--- src/rtl/cfgd_pkg.sv ---
package cfgd_pkg;

    localparam int WORD_W   = 32;
    localparam int ADDR_W   = 5;
    localparam int CNT_W    = 27;
    localparam int SCNT_W   = 11;
    localparam int NCMD     = 6;

    localparam logic [WORD_W-1:0] SYNC_WORD = 32'hAA995566;

    localparam logic [ADDR_W-1:0] RA_CHECK = 5'd0;
    localparam logic [ADDR_W-1:0] RA_FADDR = 5'd1;
    localparam logic [ADDR_W-1:0] RA_FDATA = 5'd2;
    localparam logic [ADDR_W-1:0] RA_CMD   = 5'd4;
    localparam logic [ADDR_W-1:0] RA_CTL   = 5'd5;
    localparam logic [ADDR_W-1:0] RA_MASK  = 5'd6;

    // command codes, index = pulse bit
    localparam logic [NCMD-1:0][WORD_W-1:0] CMD_CODE = {
        32'h0000000D, 32'h0000000A, 32'h00000009,
        32'h00000005, 32'h00000003, 32'h00000001};
    localparam int CMD_DESYNC_IDX = 5;

    typedef enum logic [1:0] {ST_HUNT, ST_HDR, ST_T2WAIT, ST_DATA} dec_st_e;
    typedef enum logic [1:0] {HK_NOP, HK_SHORT, HK_LONG, HK_BAD} hdr_kind_e;

    typedef struct packed {
        hdr_kind_e          kind;
        logic [ADDR_W-1:0]  addr;
        logic [CNT_W-1:0]   cnt;
    } hdr_info_t;

    typedef struct packed {
        dec_st_e            st;
        logic [ADDR_W-1:0]  addr;
        logic [CNT_W-1:0]   left;
        logic               long_pkt;
        logic               err;
        logic [NCMD-1:0]    pulse;
    } dec_state_t;

    typedef struct packed {
        logic [WORD_W-1:0]  mask;
        logic [WORD_W-1:0]  ctl;
    } shadow_t;

endpackage

--- src/rtl/cfgd_hdr_classify.sv ---
module cfgd_hdr_classify
    import cfgd_pkg::*;
(
    input  logic [WORD_W-1:0] word_i,
    output hdr_info_t         info_o
);
    always_comb begin
        info_o.kind = HK_BAD;
        info_o.addr = word_i[17:13];
        info_o.cnt  = '0;
        unique case (word_i[31:29])
            3'b001: begin
                if (word_i[28:27] == 2'b00) begin
                    info_o.kind = HK_NOP;
                end else if (word_i[28:27] == 2'b10) begin
                    info_o.kind = HK_SHORT;
                    info_o.cnt  = {{(CNT_W-SCNT_W){1'b0}}, word_i[SCNT_W-1:0]};
                end
            end
            3'b010: begin
                if (word_i[28:27] == 2'b10) begin
                    info_o.kind = HK_LONG;
                    info_o.cnt  = word_i[CNT_W-1:0];
                end
            end
            default: info_o.kind = HK_BAD;
        endcase
    end
endmodule

--- src/rtl/cfgd_cmd_decode.sv ---
module cfgd_cmd_decode
    import cfgd_pkg::*;
(
    input  logic              fire_i,
    input  logic [WORD_W-1:0] value_i,
    output logic [NCMD-1:0]   hit_o
);
    for (genvar g = 0; g < NCMD; g++) begin : g_cmd
        assign hit_o[g] = fire_i && (value_i == CMD_CODE[g]);
    end
endmodule

--- src/rtl/cfgd_shadow_regs.sv ---
module cfgd_shadow_regs
    import cfgd_pkg::*;
(
    input  logic              clk,
    input  logic              rst_n,
    input  logic              wr_en_i,
    input  logic [ADDR_W-1:0] addr_i,
    input  logic [WORD_W-1:0] data_i,
    output logic [WORD_W-1:0] mask_o,
    output logic [WORD_W-1:0] ctl_o
);
    shadow_t sh_d, sh_q;

    always_comb begin
        sh_d = sh_q;
        if (wr_en_i && addr_i == RA_MASK) begin
            sh_d.mask = data_i;
        end
        if (wr_en_i && addr_i == RA_CTL) begin
            sh_d.ctl = (sh_q.ctl & ~sh_q.mask) | (data_i & sh_q.mask);
        end
    end

    always_ff @(posedge clk) begin
        if (!rst_n) sh_q <= '0;
        else        sh_q <= sh_d;
    end

    assign mask_o = sh_q.mask;
    assign ctl_o  = sh_q.ctl;
endmodule

--- src/rtl/cfg_pkt_decoder.sv ---
module cfg_pkt_decoder
    import cfgd_pkg::*;
(
    input  logic              clk,
    input  logic              rst_n,
    input  logic              in_valid,
    input  logic [31:0]       in_word,
    output logic              in_ready,
    output logic              reg_wr_valid,
    input  logic              reg_wr_ready,
    output logic [4:0]        reg_wr_addr,
    output logic [31:0]       reg_wr_data,
    output logic              crc_valid,
    output logic [31:0]       crc_value,
    output logic              frame_done,
    output logic              cmd_write_cfg,
    output logic              cmd_hold_release,
    output logic              cmd_start,
    output logic              cmd_clk_switch,
    output logic              cmd_restore,
    output logic              cmd_desync,
    output logic              aligned,
    output logic              err_flag,
    output logic [31:0]       mask_value,
    output logic [31:0]       ctl_value
);
    dec_state_t q, d;
    hdr_info_t  hdr;
    logic       acc, wr_acc, cmd_fire;
    logic [NCMD-1:0] cmd_hit;

    cfgd_hdr_classify i_hdr (.word_i(in_word), .info_o(hdr));

    cfgd_cmd_decode i_cmd (.fire_i(cmd_fire), .value_i(in_word), .hit_o(cmd_hit));

    cfgd_shadow_regs i_shadow (
        .clk(clk), .rst_n(rst_n), .wr_en_i(wr_acc), .addr_i(q.addr),
        .data_i(in_word), .mask_o(mask_value), .ctl_o(ctl_value));

    always_comb begin
        in_ready     = !(q.st == ST_DATA && !reg_wr_ready);
        reg_wr_valid = in_valid && (q.st == ST_DATA);
        reg_wr_addr  = q.addr;
        reg_wr_data  = in_word;
        acc          = in_valid && in_ready;
        wr_acc       = reg_wr_valid && reg_wr_ready;
        cmd_fire     = wr_acc && (q.addr == RA_CMD);
        crc_valid    = wr_acc && (q.addr == RA_CHECK);
        crc_value    = in_word;
        frame_done   = 1'b0;

        d       = q;
        d.pulse = '0;
        unique case (q.st)
            ST_HUNT: begin
                if (acc && in_word == SYNC_WORD) d.st = ST_HDR;
            end
            ST_HDR: begin
                if (acc) begin
                    unique case (hdr.kind)
                        HK_NOP: ;
                        HK_SHORT: begin
                            d.addr     = hdr.addr;
                            d.left     = hdr.cnt;
                            d.long_pkt = 1'b0;
                            d.st       = (hdr.cnt == '0) ? ST_T2WAIT : ST_DATA;
                        end
                        default: begin
                            d.err = 1'b1;
                            d.st  = ST_HUNT;
                        end
                    endcase
                end
            end
            ST_T2WAIT: begin
                if (acc) begin
                    if (hdr.kind == HK_LONG) begin
                        d.long_pkt = 1'b1;
                        d.left     = hdr.cnt;
                        if (hdr.cnt == '0) begin
                            frame_done = 1'b1;
                            d.st       = ST_HDR;
                        end else begin
                            d.st = ST_DATA;
                        end
                    end else begin
                        d.err = 1'b1;
                        d.st  = ST_HUNT;
                    end
                end
            end
            default: begin
                if (wr_acc) begin
                    d.left  = q.left - 1'b1;
                    d.pulse = cmd_hit;
                    if (q.left == CNT_W'(1)) begin
                        d.st       = ST_HDR;
                        frame_done = q.long_pkt;
                    end
                    if (cmd_hit[CMD_DESYNC_IDX]) d.st = ST_HUNT;
                end
            end
        endcase
    end

    always_ff @(posedge clk) begin
        if (!rst_n) q <= '{st: ST_HUNT, default: '0};
        else        q <= d;
    end

    assign aligned          = (q.st != ST_HUNT);
    assign err_flag         = q.err;
    assign cmd_write_cfg    = q.pulse[0];
    assign cmd_hold_release = q.pulse[1];
    assign cmd_start        = q.pulse[2];
    assign cmd_clk_switch   = q.pulse[3];
    assign cmd_restore      = q.pulse[4];
    assign cmd_desync       = q.pulse[5];
endmodule

--- config.mk ---
export PLATFORM = sky130hd
export DESIGN_NAME = cfg_pkt_decoder
export DESIGN_NICKNAME = d
export VERILOG_FILES = /design/src/rtl/cfgd_pkg.sv /design/src/rtl/cfgd_hdr_classify.sv /design/src/rtl/cfgd_cmd_decode.sv /design/src/rtl/cfgd_shadow_regs.sv /design/src/rtl/cfg_pkt_decoder.sv
export SDC_FILE = /design/constraint.sdc
export NUM_CORES = 1
export LEC_CHECK = 0
export BUFFER_PORTS_ARGS = -buffer_cell sky130_fd_sc_hd__buf_4
export CORE_MARGIN = 2
export CORE_UTILIZATION = 55
export CTS_CLUSTER_SIZE = 28
export DETAILED_ROUTE_END_ITERATION = 10
export PLACE_DENSITY = 0.81
export SYNTH_ARGS = -nofsm -noshare
export SYNTH_HDL_FRONTEND = slang
export SYNTH_HIERARCHICAL = 1
export SYNTH_SLANG_ARGS = --single-unit
--- constraint.sdc ---
create_clock -name clk -period 5.5 [get_ports clk]
set_clock_uncertainty 0.15 [all_clocks]
set_input_delay 0 -clock clk [delete_from_list [all_inputs] [get_ports clk]]
set_output_delay 0 -clock clk [all_outputs]
set_load 0.01 [all_outputs]
==> results of run 1 <==
[synth_stat cells, types with 5 or more instances]
master	n
o21ai_1	17
nor4_2	8
nor4_1	17
inv_1	25
buf_4	76
ha_1	7
nor2_1	39
and3b_1	15
nor3_1	42
nand3_1	38
nand2_1	116
nor4bb_1	9
clkbuf_1	33
and2_1	7
o21a_1	6
nand4_1	5
buf_2	10
nor3b_1	12
o21ai_0	16
o22ai_1	6
a21oi_1	35
dfxtp_1	106
mux2i_1	73
[layout make-up]
cell class,instances,area (um^2)
fill,912,3586
multi-input combinational,539,3467
sequential,106,2122
timing repair buffer,218,1719
clock buffer,10,239.0
tap,143,178.9
inverter,25,93.84
clock inverter,5,61.31
[power by group]
group	switching [mW]	internal, mW
clock	0.293	0.366
combinational	0.0969	0.0763
sequential	0.0000000000603	0.767
[kinds of logic after synthesis]
kind of cell,share of synthesized area
AND/OR/NAND/NOR,0.3005
buffers and inverters,0.1424
AO/OA/AOI/OAI,0.1031
flip-flops,0.3267
multiplexers,0.1125
adder cells (fa/ha/maj),0.01348
XOR/XNOR,0.001349
[routing by layer]
metal	vias up	global-route usage	routed length (um)
met5	-	0	0
met4	0	0.07480	380
met3	42	0.06263	1552
met2	286	0.4679	8940
met1	2892	0.3634	7624
li1	2944	-	-
[how the worst max path moves through the flow]
stage	end	start	slack, ns
3_3_place_gp	q[30]	q[40]	2.36
6_report	q[30]	q[40]	2.19
2_1_floorplan	q[30]	q[40]	3.15
5_1_grt	q[30]	q[40]	1.96
3_5_place_dp	q[30]	q[40]	2.29
4_1_cts	q[30]	q[40]	2.26
[critical path, cell delays in order (launching register included)]
cell	delay (ns)
dfxtp_1	0.41
inv_1	0.09
ha_1	0.69
buf_4	0.39
or4b_1	0.63
or2_1	0.30
nor2_1	0.20
a32oi_1	0.14
o22ai_1	0.21
==> impl_metrics.ini, run 1 <==
[outcome]
status = completed

[min_path]
holdPathEnd = q[7]
hold_path.class = in -> reg
hp-start = in_valid
min_path_cells = 5

[detailed_routing]
antenna_left = 0
routedWlPerCell_um = 17.68
routed_wl_um = 18500
drcViolationCount = 0
drtIter0Drc = 503
vias = 6164
firstDrtPassIters = 5
vias_per_cell = 5.893

[timing]
finalHoldViolCount = 0
setup_viol_count_final = 0
min_period_ns = 3.306
timing.setup.tns_ns = 0
holdWs_ns = 0.05850
rsz0062_at_grt = no
final_max_slew_viol_count = 0
setup_slack_ns = 2.194
tightest_slew_ns = 1.113
max_freq_mhz = 302.5
slew-limit-headroom = 0.2565
finalCritPeriodShare = 0.6011

[clock_network]
post_cts_resize_count = 0
clk_pin_slew_worst_paths_ns = 0.07
cts_max_path_buffers = 2
cts_sinks = 106
root_buffer = clkbuf_16
cts_hold_buf = 33
h-tree-depth = 3
cts_setup_buffers = 0
clk_latency_ns = 0.36
numCtsBuffers = 9
cts_tree = built

[floorplan]
dieArea_um2 = 12690
io_pins = 181
die_h_um = 112.7
row_count = 39
die_w_um = 112.7
start_util = 0.5664
coreArea_um2 = 11470

[worst_setup_path]
crit_type = reg -> reg
crit_fanout = 35
r2r_start = q[40]
cp_data_required_time_ns = 5.62
critPathArrivalTime_ns = 3.43
start_kind = flip-flop
worstSetupEndpointType = flip-flop
reg2regPathDepth = 8
r2r_setup_slack_ns = 2.19
r2r_end = q[30]

[cells_and_area]
final_cells = 1046
design_area_um2 = 7881
drive_above_1_share = 0.2514
final_cell_mix = 185 x buf_4, 116 x nand2_1, 106 x dfxtp_1
area_delta_synth_final_pct = 21.34
final_common_cell = buf_4
antennaDiodeCount = 0
utilization = 0.6873
final_nets = 942

[placed_design]
gp_congestion = 0.9529
dp_cells = 998
io_buffers = 180
dp_hpwl_um = 12700
post_dp_cell_area_um2 = 7251
post-place-ws_ns = 2.295

[power_and_ir_drop]
p_per_area_nw_per_um2 = 203.0
p_leak_nw = 3.642
ir_drop_uv = 257.3
power_mw = 1.600

[global_route]
first_global_vias = 5517
grt_use_total = 0.2791
grt-ovfl-total = 0
antenna_found_initial = 0
grt_max_degree = 107
grt_pass1_wl_um = 28700

[synth]
yosys.area.top_type = dfxtp_1
synthArstFlopShare = 0
synth-seq-cells = 106
synth_cells = 796
ys_seq_area_frac = 0.3267
synth_edf_count = 0
ys_warn_count = 6
yosys_most_used_dff = dfxtp_1
synth_area_leaders = dfxtp_1 33%, mux2i_1 11%, buf_4 8.8%, nand2_1 6.7%, nor3_1 3.2%
syn_avg_cell_area_um2 = 8.160
synth_fp_nets = 839
synth_area_um2 = 6495
synth.distinct_cells = 60
synth_top_area_frac = 0.3267

[job]
maxCapViolCount = 0
Power figures use the tool's default switching activity.
==> run 2: changes to the inputs <==
ABC_AREA = 1   (was unset)
PLACE_DENSITY = 0.8   (was 0.81)
clock period = 3.4 ns   (was 5.5 ns; I/O delays follow)
==> run 2 against run 1 <==
  * Combinational power grew to 4.0 times the previous value
  * Critical path depth is 3 higher
  * Synthesized cell count up 46%
  * Global-route usage rose by 0.97 points
  * First-iteration DRC count increased by 16%
  * Count of clock-buffer cells in the layout grew 1
  * Routed wire length increased by 13%
  * Fmax is 19% higher
  * Core utilization is essentially flat
  * Clock power rose by 58%
  * Sequential power increased by 64%
==> impl_metrics.ini, run 2 <==
[outcome]
status = completed

[timing]
slew-limit-headroom = 0.4567
finalCritPeriodShare = 0.8148
holdWs_ns = 0.06580
min_period_ns = 2.770
setup_viol_count_final = 0
max_freq_mhz = 361.0
timing.setup.tns_ns = 0
finalHoldViolCount = 0
tightest_slew_ns = 0.8150
final_max_slew_viol_count = 0
rsz0062_at_grt = no

[worst_setup_path]
cp_data_required_time_ns = 3.49
critPathArrivalTime_ns = 2.86
critPathMostFrequentCell = nand2_1
worstSetupEndpointType = flip-flop
reg2regPathDepth = 11
crit_type = reg -> reg
crit_fanout = 33
start_kind = flip-flop
cpPeakStageDelay_ns = 0.58
worstPathCellList = ha_1 > nand2_1 > inv_2 > nand2_1 > inv_1 > nand2_1 > nor2_2 > nand2_2 > o21ai_0 > dlygate4sd3_1 > nor2_1
slowest_stage = dlygate4sd3_1

[cells_and_area]
utilization = 0.6873
seqCellArea_um2 = 2122
nFillCells = 1128
drive_above_1_share = 0.1935
final_cell_mix = 237 x nor2_1, 212 x nand2_1, 183 x buf_4
antennaDiodeCount = 0
area_delta_synth_final_pct = 20.69
multi_input_area_um2 = 3610
final_nets = 1330
final_common_cell = nor2_1

[synth]
ys_warn_count = 6
synth_top_area_frac = 0.2929
synth_fp_nets = 1208
yosys_most_used_dff = dfxtp_1
synth_cells = 1165
yosys.area.top_type = dfxtp_1
synth-seq-cells = 106
synth_area_leaders = dfxtp_1 29%, nor2_1 12%, nand2_1 11%, inv_1 9.0%, buf_4 8.5%
synth_area_um2 = 7244
synthArstFlopShare = 0
synth_edf_count = 0
synth_common_cells = 237 x nor2_1, 212 x nand2_1, 173 x inv_1, 106 x dfxtp_1, 82 x buf_4
synth.most_common_cell = nor2_1
ys_seq_area_frac = 0.2929
synth.distinct_cells = 46
syn_avg_cell_area_um2 = 6.218

[clock_network]
root_buffer = clkbuf_16
cts_sinks = 106
cts_max_path_buffers = 2
clk_pin_slew_worst_paths_ns = 0.07
numCtsBuffers = 9
h-tree-depth = 3
clk_latency_ns = 0.35
post_cts_resize_count = 0
cts_tree = built

[floorplan]
io_pins = 181
start_util = 0.5694
coreArea_um2 = 12720
die_h_um = 118.8
row_count = 41
dieArea_um2 = 14110
die_w_um = 118.8

[global_route]
grt_pass1_wl_um = 33380
grt_max_degree = 65
grt-ovfl-total = 0
antenna_found_initial = 0
grt_use_total = 0.2887
first_global_vias = 6659

[power_and_ir_drop]
ir_drop_uv = 291.4
power_mw = 2.995
p_leak_nw = 4.336
p_per_area_nw_per_um2 = 342.6

[detailed_routing]
antenna_left = 0
vias_per_cell = 5.157
routed_wl_um = 20950
drcViolationCount = 0
firstDrtPassIters = 5
drtIter0Drc = 583
routedWlPerCell_um = 14.31
vias = 7550

[placed_design]
io_buffers = 180
dp_hpwl_um = 14250
gp_congestion = 0.8858

[job]
maxCapViolCount = 0

[min_path]
hold_path.class = in -> reg
min_path_cells = 5
[run 2: changes by cell type in the layout (fill, tap and decap cells not counted), sizes merged, moves of 28 or more]
cell	change
inv	+161
nor4	-28
o21ai	+37
mux2i	-73
nor2	+216
nor3	-34
nand3	+36
nand4	+34
nand2	+105
[run 2: routing by layer]
metal	vias to the layer above	part of all wire	global-route usage
met5	-	0	0
met3	34	0.072	0.04488
li1	3791	-	-
met2	302	0.47	0.4795
met4	0	0.021	0.1064
met1	3423	0.43	0.3776
[run 2: stage by stage]
stage	std cells	worst slack [ns]	cell area (um^2)
2_1_floorplan	1165	1.085	7244
3_3_place_gp	1405	0.9240	8026
3_5_place_dp	1405	0.8013	8026
4_1_cts	1464	0.6987	8743
5_1_grt	1464	0.3828	8743
6_report	1464	0.6296	8743
[run 2: final timing paths]
kind,from,end,slack (ns)
max,q[40],i_shadow/mask_o[22],0.63
min,in_valid,reg_wr_addr[0],0.07
max reg2reg,q[40],i_shadow/mask_o[22],0.63
min reg2reg,err_flag,err_flag,0.31
[run 2: report_power, final]
group / switching [mW] / internal [mW]
clock network: 0.471 / 0.571
registers: 0.0100 / 1.25
logic: 0.436 / 0.256
total: 0.917 / 2.08
[run 2: final cells by class]
cell class / count / share of cell area
flip-flops and latches: 106 / 0.2427
repair buffers: 226 / 0.2064
clock buffers: 11 / 0.02662
clock inverters: 5 / 0.006153
multi-input cells: 756 / 0.4129
inverters: 188 / 0.08071
well taps: 172 / 0.02461
[run 2: repair_timing]
action                                 in CTS  in global routing
endpoints found under the hold margin      86                  0
buffers inserted                            0                  0
hold buffers                               43                  0
[run 2: cell families (layout without fill, tap and decap cells)]
logic type,after synthesis,count (layout),synth area share
buffers and inverters,303,430,0.2088
flip-flops,106,106,0.2929
XOR/XNOR,7,7,0.008463
adder cells (fa/ha/maj),7,7,0.01209
AO/OA/AOI/OAI,137,137,0.1031
AND/OR/NAND/NOR,605,605,0.3746
[run 2: critical path, delay by kind of cell, from the launching register on]
family / cells / cell delay [ns]
AO/OA/AOI/OAI: 1 / 0.30
buffers and inverters: 3 / 0.77
adder cells (fa/ha/maj): 1 / 0.28
flip-flops: 1 / 0.40
AND/OR/NAND/NOR: 6 / 0.75
